### src/rtl/acr_pkg.sv
// Package: shared sizes, bus state encoding and reset codes for the
// audio control register slave. Assumes eight byte-wide registers.
package acr_pkg;
    localparam int          NUM_REGS  = 8;
    localparam int          DATA_W    = 8;
    localparam int          IDX_W     = $clog2(NUM_REGS);
    localparam int          PTR_W     = IDX_W + 1;
    localparam int          FLAT_W    = NUM_REGS * DATA_W;
    localparam logic [7:0]  CHIP_ADDR = 8'h88;

    typedef enum logic [2:0] {
        ST_IDLE,
        ST_ADDR,
        ST_SUB,
        ST_DATA,
        ST_SKIP
    } bus_state_t;

    // Reset code for each register index.
    function automatic logic [DATA_W-1:0] reset_code(input int idx);
        case (idx)
            0:       return 8'h02;  // input select: second input
            1:       return 8'h0E;  // input gain: 28 dB
            2:       return 8'h70;  // volume: mute
            3:       return 8'h07;  // bass: flat
            4:       return 8'h0E;  // mid: +2 dB
            5:       return 8'h0E;  // treble: +2 dB
            default: return 8'h78;  // speaker attenuators: mute
        endcase
    endfunction
endpackage

### src/rtl/acr_bus_sync.sv
// Bus sampler: brings SCL and SDA into the clock domain through
// SYNC_DEPTH flops plus one history flop, and flags SCL edges and
// start/stop conditions. Assumes the bus is slower than clk/8.
module acr_bus_sync #(
    parameter int SYNC_DEPTH = 2
) (
    input  logic clk,
    input  logic rst_n,
    input  logic scl_in,
    input  logic sda_in,
    output logic scl_rise,
    output logic scl_fall,
    output logic sda_s,
    output logic start_det,
    output logic stop_det
);
    logic [SYNC_DEPTH:0] scl_pipe;
    logic [SYNC_DEPTH:0] sda_pipe;
    logic                scl_now, scl_old, sda_old;

    // Shift both lines through the synchronizer and history stages.
    always_ff @(posedge clk) begin
        if (!rst_n) begin
            scl_pipe <= '1;
            sda_pipe <= '1;
        end else begin
            scl_pipe <= {scl_pipe[SYNC_DEPTH-1:0], scl_in};
            sda_pipe <= {sda_pipe[SYNC_DEPTH-1:0], sda_in};
        end
    end

    // Decode edges and bus conditions from the last two stages.
    always_comb begin
        scl_now   = scl_pipe[SYNC_DEPTH-1];
        scl_old   = scl_pipe[SYNC_DEPTH];
        sda_s     = sda_pipe[SYNC_DEPTH-1];
        sda_old   = sda_pipe[SYNC_DEPTH];
        scl_rise  = scl_now & ~scl_old;
        scl_fall  = ~scl_now & scl_old;
        start_det = scl_now & scl_old & sda_old & ~sda_s;
        stop_det  = scl_now & scl_old & ~sda_old & sda_s;
    end
endmodule

### src/rtl/acr_byte_rx.sv
// Byte receiver and transfer decoder: counts bits, matches the chip
// address, captures the register pointer and increment flag, drives the
// acknowledge and issues write requests. Assumes synchronized inputs.
module acr_byte_rx
    import acr_pkg::*;
#(
    parameter logic [7:0] DEV_ADDR = CHIP_ADDR
) (
    input  logic              clk,
    input  logic              rst_n,
    input  logic              scl_rise,
    input  logic              scl_fall,
    input  logic              sda_s,
    input  logic              start_det,
    input  logic              stop_det,
    output logic              sda_oe,
    output logic              wr_req,
    output logic [IDX_W-1:0]  wr_idx,
    output logic [DATA_W-1:0] wr_data
);
    bus_state_t        state;
    logic [3:0]        bit_cnt;
    logic [DATA_W-2:0] shreg;
    logic [PTR_W-1:0]  ptr;
    logic              inc_en;
    logic              ack_pend;
    logic              last_bit;
    logic [DATA_W-1:0] byte_now;

    // Byte assembled on the eighth rising edge and the write request.
    always_comb begin
        byte_now = {shreg, sda_s};
        last_bit = scl_rise && (bit_cnt == 4'd7);
        wr_req   = last_bit && (state == ST_DATA) && !ptr[PTR_W-1];
        wr_idx   = ptr[IDX_W-1:0];
        wr_data  = byte_now;
    end

    // Transfer state, bit counter, pointer and acknowledge drive.
    always_ff @(posedge clk) begin
        if (!rst_n) begin
            state    <= ST_IDLE;
            bit_cnt  <= '0;
            shreg    <= '0;
            ptr      <= '0;
            inc_en   <= 1'b0;
            ack_pend <= 1'b0;
            sda_oe   <= 1'b0;
        end else if (start_det) begin
            state    <= ST_ADDR;
            bit_cnt  <= '0;
            ack_pend <= 1'b0;
            sda_oe   <= 1'b0;
        end else if (stop_det) begin
            state    <= ST_IDLE;
            bit_cnt  <= '0;
            ack_pend <= 1'b0;
            sda_oe   <= 1'b0;
        end else begin
            if (scl_rise && state != ST_IDLE) begin
                if (bit_cnt == 4'd8) begin
                    bit_cnt <= '0;
                end else begin
                    bit_cnt <= bit_cnt + 4'd1;
                    shreg   <= {shreg[DATA_W-3:0], sda_s};
                end
            end
            if (last_bit) begin
                case (state)
                    ST_ADDR: begin
                        if (byte_now == DEV_ADDR) begin
                            state    <= ST_SUB;
                            ack_pend <= 1'b1;
                        end else begin
                            state    <= ST_SKIP;
                            ack_pend <= 1'b0;
                        end
                    end
                    ST_SUB: begin
                        ptr      <= byte_now[PTR_W-1:0];
                        inc_en   <= byte_now[4];
                        ack_pend <= 1'b1;
                        state    <= ST_DATA;
                    end
                    ST_DATA: begin
                        ack_pend <= 1'b1;
                        if (inc_en && !ptr[PTR_W-1])
                            ptr <= ptr + 1'b1;
                    end
                    default: ack_pend <= 1'b0;
                endcase
            end
            if (scl_fall) begin
                if (bit_cnt == 4'd8 && ack_pend) begin
                    sda_oe   <= 1'b1;
                    ack_pend <= 1'b0;
                end else if (bit_cnt == 4'd0) begin
                    sda_oe   <= 1'b0;
                end
            end
        end
    end

    AST_BITCNT_LIMIT: assert property (@(posedge clk) disable iff (!rst_n)
        bit_cnt <= 4'd8);
    AST_SKIP_SILENT: assert property (@(posedge clk) disable iff (!rst_n)
        (state == ST_SKIP || state == ST_IDLE) |-> !sda_oe);
    AST_STOP_QUIET: assert property (@(posedge clk) disable iff (!rst_n)
        $past(stop_det) && !$past(start_det) |-> (state == ST_IDLE && !sda_oe));
    AST_START_REARM: assert property (@(posedge clk) disable iff (!rst_n)
        $past(start_det) |-> (state == ST_ADDR && bit_cnt == 4'd0));
endmodule

### src/rtl/acr_reg_file.sv
// Control register bank: eight bytes with fixed reset codes, one write
// port, and a registered write pulse aligned with the updated value.
module acr_reg_file
    import acr_pkg::*;
(
    input  logic              clk,
    input  logic              rst_n,
    input  logic              wr_en,
    input  logic [IDX_W-1:0]  wr_idx,
    input  logic [DATA_W-1:0] wr_data,
    output logic [FLAT_W-1:0] regs_flat,
    output logic              wr_strobe,
    output logic [IDX_W-1:0]  wr_index
);
    // Update the addressed register, or load reset codes.
    always_ff @(posedge clk) begin
        if (!rst_n) begin
            for (int i = 0; i < NUM_REGS; i++)
                regs_flat[i*DATA_W +: DATA_W] <= reset_code(i);
        end else if (wr_en) begin
            regs_flat[wr_idx*DATA_W +: DATA_W] <= wr_data;
        end
    end

    // Register the write pulse and index alongside the data update.
    always_ff @(posedge clk) begin
        if (!rst_n) begin
            wr_strobe <= 1'b0;
            wr_index  <= '0;
        end else begin
            wr_strobe <= wr_en;
            if (wr_en)
                wr_index <= wr_idx;
        end
    end

    AST_STROBE_PULSE: assert property (@(posedge clk) disable iff (!rst_n)
        wr_strobe |=> !wr_strobe);
    AST_HOLD_NO_STROBE: assert property (@(posedge clk) disable iff (!rst_n)
        !wr_strobe && $past(rst_n) |-> $stable(regs_flat));
endmodule

### src/rtl/audio_ctrl_i2c_regs.sv
// Top: write-only I2C slave holding the eight audio control registers.
// Assumes an open-drain pad outside, with sda_oe = 1 pulling SDA low.
module audio_ctrl_i2c_regs
    import acr_pkg::*;
(
    input  logic              clk,
    input  logic              rst_n,
    input  logic              scl_in,
    input  logic              sda_in,
    output logic              sda_oe,
    output logic [FLAT_W-1:0] ctrl_regs,
    output logic              wr_strobe,
    output logic [IDX_W-1:0]  wr_index
);
    logic              scl_rise, scl_fall, sda_s, start_det, stop_det;
    logic              wr_req;
    logic [IDX_W-1:0]  wr_idx;
    logic [DATA_W-1:0] wr_data;

    acr_bus_sync #(.SYNC_DEPTH(2)) u_sync (
        .clk       (clk),
        .rst_n     (rst_n),
        .scl_in    (scl_in),
        .sda_in    (sda_in),
        .scl_rise  (scl_rise),
        .scl_fall  (scl_fall),
        .sda_s     (sda_s),
        .start_det (start_det),
        .stop_det  (stop_det)
    );

    acr_byte_rx #(.DEV_ADDR(CHIP_ADDR)) u_rx (
        .clk       (clk),
        .rst_n     (rst_n),
        .scl_rise  (scl_rise),
        .scl_fall  (scl_fall),
        .sda_s     (sda_s),
        .start_det (start_det),
        .stop_det  (stop_det),
        .sda_oe    (sda_oe),
        .wr_req    (wr_req),
        .wr_idx    (wr_idx),
        .wr_data   (wr_data)
    );

    acr_reg_file u_regs (
        .clk       (clk),
        .rst_n     (rst_n),
        .wr_en     (wr_req),
        .wr_idx    (wr_idx),
        .wr_data   (wr_data),
        .regs_flat (ctrl_regs),
        .wr_strobe (wr_strobe),
        .wr_index  (wr_index)
    );
endmodule

### config.mk
export PLATFORM = sky130hd
export DESIGN_NAME = audio_ctrl_i2c_regs
export DESIGN_NICKNAME = d
export VERILOG_FILES = /design/src/rtl/acr_pkg.sv /design/src/rtl/acr_bus_sync.sv /design/src/rtl/acr_byte_rx.sv /design/src/rtl/acr_reg_file.sv /design/src/rtl/audio_ctrl_i2c_regs.sv
export SDC_FILE = /design/constraint.sdc
export NUM_CORES = 1
export LEC_CHECK = 0
export ABC_CLOCK_PERIOD_IN_PS = 3350
export BUFFER_PORTS_ARGS = -buffer_cell sky130_fd_sc_hd__buf_2
export CELL_PAD_IN_SITES_DETAIL_PLACEMENT = 1
export CELL_PAD_IN_SITES_GLOBAL_PLACEMENT = 1
export CORE_MARGIN = 8
export CORE_UTILIZATION = 43
export CTS_BUF_LIST = sky130_fd_sc_hd__clkbuf_2
export DETAILED_ROUTE_END_ITERATION = 8
export PLACE_DENSITY = 0.83
export SKIP_CTS_REPAIR_TIMING = 1
export SLEW_MARGIN = 10
export SYNTH_ARGS = -nofsm -noshare
export SYNTH_HDL_FRONTEND = slang
export SYNTH_SLANG_ARGS = --single-unit
### constraint.sdc
create_clock -name clk -period 3.35 [get_ports clk]
set_input_delay 0.8375 -clock clk [delete_from_list [all_inputs] [get_ports clk]]
set_output_delay 0.8375 -clock clk [all_outputs]
set_load 0.01 [all_outputs]
==> results.json <==
{
  "ys_ff_latch": 95,
  "setup_viol": 0,
  "worst_path_most_repeated_cell": "ha_1",
  "dr.pass1.iters": 4,
  "ys_warn_count": 0,
  "grt_pass1_vias": 3597,
  "arrival_ns": 3.29,
  "io_pins": 73,
  "worst-path-stages": 6,
  "p_int_uw": 1330,
  "clk_latency_ns": 0.54,
  "htreeDepth": 3,
  "synth.net_count": 444,
  "cp_data_required_time_ns": 3.76,
  "wire_per_inst_um": 19.1,
  "final_common_cell": "dfxtp_1",
  "ir_drop_v": 0.000193,
  "drive_gt1_share_pct": 22.2,
  "post-route-cell-area_sq_um": 4510,
  "tightest_slew_ns": 0.782,
  "seq_power_share_pct": 64.9,
  "finalWorstSetupSlack_ns": 0.465,
  "p_sw_uw": 433,
  "nets": 499,
  "cts_buffers": 9,
  "power_frac_comb_pct": 2.2,
  "leakagePower_uw": 0.00179,
  "fp-row-count": 35,
  "fp.coreArea_sq_um": 9150,
  "cts-root-buf": "clkbuf_2",
  "crit_fanout": 20,
  "crit_start": "u_rx.ptr[0]",
  "grt_max_degree": 38,
  "synth.distinct_cells": 55,
  "clkTransAtPathRegs_ns": 0.25,
  "syn_area_sq_um": 4010,
  "ant_nets": 0,
  "rsz0062_at_grt": "false",
  "ys.flop_type": "dfxtp_1",
  "antenna_found_initial": 0,
  "vias_per_cell": 5.71,
  "final_cells": 606,
  "cpPeakStageDelay_ns": 0.75,
  "r2r_start": "u_rx.ptr[0]",
  "status": "complete, no violations",
  "final_max_slew_viol_count": 0,
  "drtIter0Drc": 177,
  "synthArstFlopShare_pct": 0,
  "gp_congestion": 0.792,
  "die_area_sq_um": 12700,
  "hold_path_class": "flop to flop",
  "fmax_mhz": 347,
  "critPathLaunchType": "flop",
  "crit_family": "flip-flops",
  "vias": 3459,
  "synth.avg_cell_area_sq_um": 9.23,
  "clockBufferDepth": 2,
  "relSlewSlack_pct": 47.7,
  "cp-endpoint": "u_regs.regs_flat[8]",
  "postLayoutCoreUtil_pct": 49.3,
  "hold_start": "u_sync.scl_pipe[0]",
  "cts_tree": "built",
  "grt_pass1_wl_mm": 18.7,
  "grt_usage_pct": 18.2,
  "crit_path_end_kind": "flop",
  "dp.cells": 590,
  "reg2reg_depth": 6,
  "hold_viol_final": 0,
  "ys_seq_area_share_pct": 47.4,
  "fin_crit_ns": 2.88,
  "p_clk_share_pct": 32.9,
  "timing.rr.end": "u_regs.regs_flat[8]",
  "path_cells": "inv_1 -> ha_1 -> ha_1 -> and4b_1 -> nand4_1 -> o41ai_1",
  "place_ws_ns": 0.593,
  "diodes": 0,
  "drc": 0,
  "regToRegSetupSlack_ns": 0.47,
  "die_h_um": 113,
  "wl_mm": 11.6,
  "initial_utilization_pct": 43.9,
  "gr-total-overflow": 0,
  "port-buffer-count": 72,
  "cap_viol_max_count": 0,
  "placed_area_sq_um": 4400,
  "fin_tns_setup_ns": 0,
  "layout_common_cells": "95 x dfxtp_1, 72 x buf_2, 54 x nand2_1",
  "synth_cells": 435,
  "fillers": 1102,
  "synth_edf_count": 0,
  "synthToLayoutAreaGrowth_pct": 12.4,
  "period_share_pct": 86.1,
  "clock_skew_ns": 0.0373,
  "crit_buf_inv": 1,
  "cts_sinks": 95,
  "swShare_pct": 24.6,
  "critical_path_class": "flop to flop",
  "cp_slowest_cell": "dfxtp_1",
  "power_density_nw_per_um2": 390,
  "die_w_um": 113,
  "dp_hpwl_mm": 8.53
}
[stage by stage]
stage / power (uW) / hold slack, ns
floorplan: 1190 / 0.386
global placement: 1200 / 0.393
detailed placement: 1200 / 0.400
CTS: 1780 / 0.428
global route: 1820 / 0.397
finish: 1760 / 0.447
[registers in the layout (all words and copies together), names as in the netlist, 3 cells and up]
register / flops
u_regs.regs_flat: 64
u_rx.shreg: 7
u_rx.bit_cnt: 4
u_rx.ptr: 4
u_regs.wr_index: 3
u_rx.state: 3
u_sync.scl_pipe: 3
u_sync.sda_pipe: 3
[synth_stat cells (2+ instances only)]
cell type / instances / area, sq um
or4_1: 3 / 22.5
o311ai_0: 6 / 52.6
o31ai_1: 10 / 75.1
a21oi_1: 10 / 50.1
nand3_1: 27 / 135
mux2i_1: 30 / 300
o311ai_1: 2 / 17.5
buf_6: 2 / 22.5
nand4bb_1: 2 / 22.5
or3_1: 4 / 25.0
nand2_1: 54 / 203
nor4bb_1: 3 / 30.0
nand2b_1: 10 / 62.6
nand4_1: 5 / 31.3
o21ai_0: 23 / 115
ha_1: 5 / 62.6
nor2_1: 25 / 93.8
buf_1: 3 / 11.3
and3_1: 2 / 12.5
buf_2: 4 / 20.0
nor3_1: 12 / 60.1
a31o_2: 10 / 87.6
or2_0: 2 / 12.5
o211ai_1: 16 / 120
clkbuf_1: 21 / 78.8
inv_1: 16 / 60.1
nor2b_1: 6 / 37.5
dfxtp_1: 95 / 1900
[worst reg2reg max path: stages (launching register included)]
cell and delay [ns]:
dfxtp_1 0.75, inv_1 0.10, ha_1 0.22, ha_1 0.47, and4b_1 0.24, nand4_1 0.49, o41ai_1 0.52
[area by class of cell]
cell class	count	area [sq um]	share of cell area (%)
Tap cell	111	139	3.08
Multi-Input combinational cell	293	1910	42.4
Inverter	16	60.1	1.33
Clock inverter	6	67.6	1.50
Clock buffer	10	50.0	1.11
Timing Repair Buffer	75	383	8.48
Sequential cell	95	1900	42.1
[layer usage]
layer,vias up,part of all wire [%],global-route usage (%),routed length [um]
met2,85,47,29.9,5460
met4,0,1.5,5.94,176
met1,1692,46,22.8,5360
li1,1668,-,-,-
met5,-,0,0,0
met3,14,5.1,4.29,590
[worst min-delay path by stage]
stage                         end  slack [ns]  cells after the start
6_report       u_sync.scl_pipe[1]        0.45                      1
5_1_grt        u_sync.sda_pipe[0]        0.40                      2
4_1_cts        u_sync.scl_pipe[0]        0.43                      2
3_5_place_dp   u_sync.sda_pipe[1]        0.40                      1
3_3_place_gp   u_sync.scl_pipe[1]        0.39                      1
2_1_floorplan  u_sync.scl_pipe[1]        0.39                      1
[cells by family (layout without fill, tap and decap cells)]
family          after synthesis  in the layout  share of synthesized area (%)
simple gates                170            170                           22.6
mux                          30             30                           7.48
xor+xnor                      1              1                          0.218
compound gates               87             87                           15.8
flops                        95             95                           47.4
fa+ha+maj                     5              5                           1.56
buf+inv                      47            107                           4.99
[power groups by stage]
stage	clock [uW]	combinational, uW	sequential, uW
2_1_floorplan	0	32.0	1160
3_3_place_gp	0	37.3	1160
3_5_place_dp	0	38.5	1160
4_1_cts	596	38.6	1140
5_1_grt	636	42.9	1150
6_report	579	38.6	1140
Note: power is estimated with default switching activity, not from simulation.
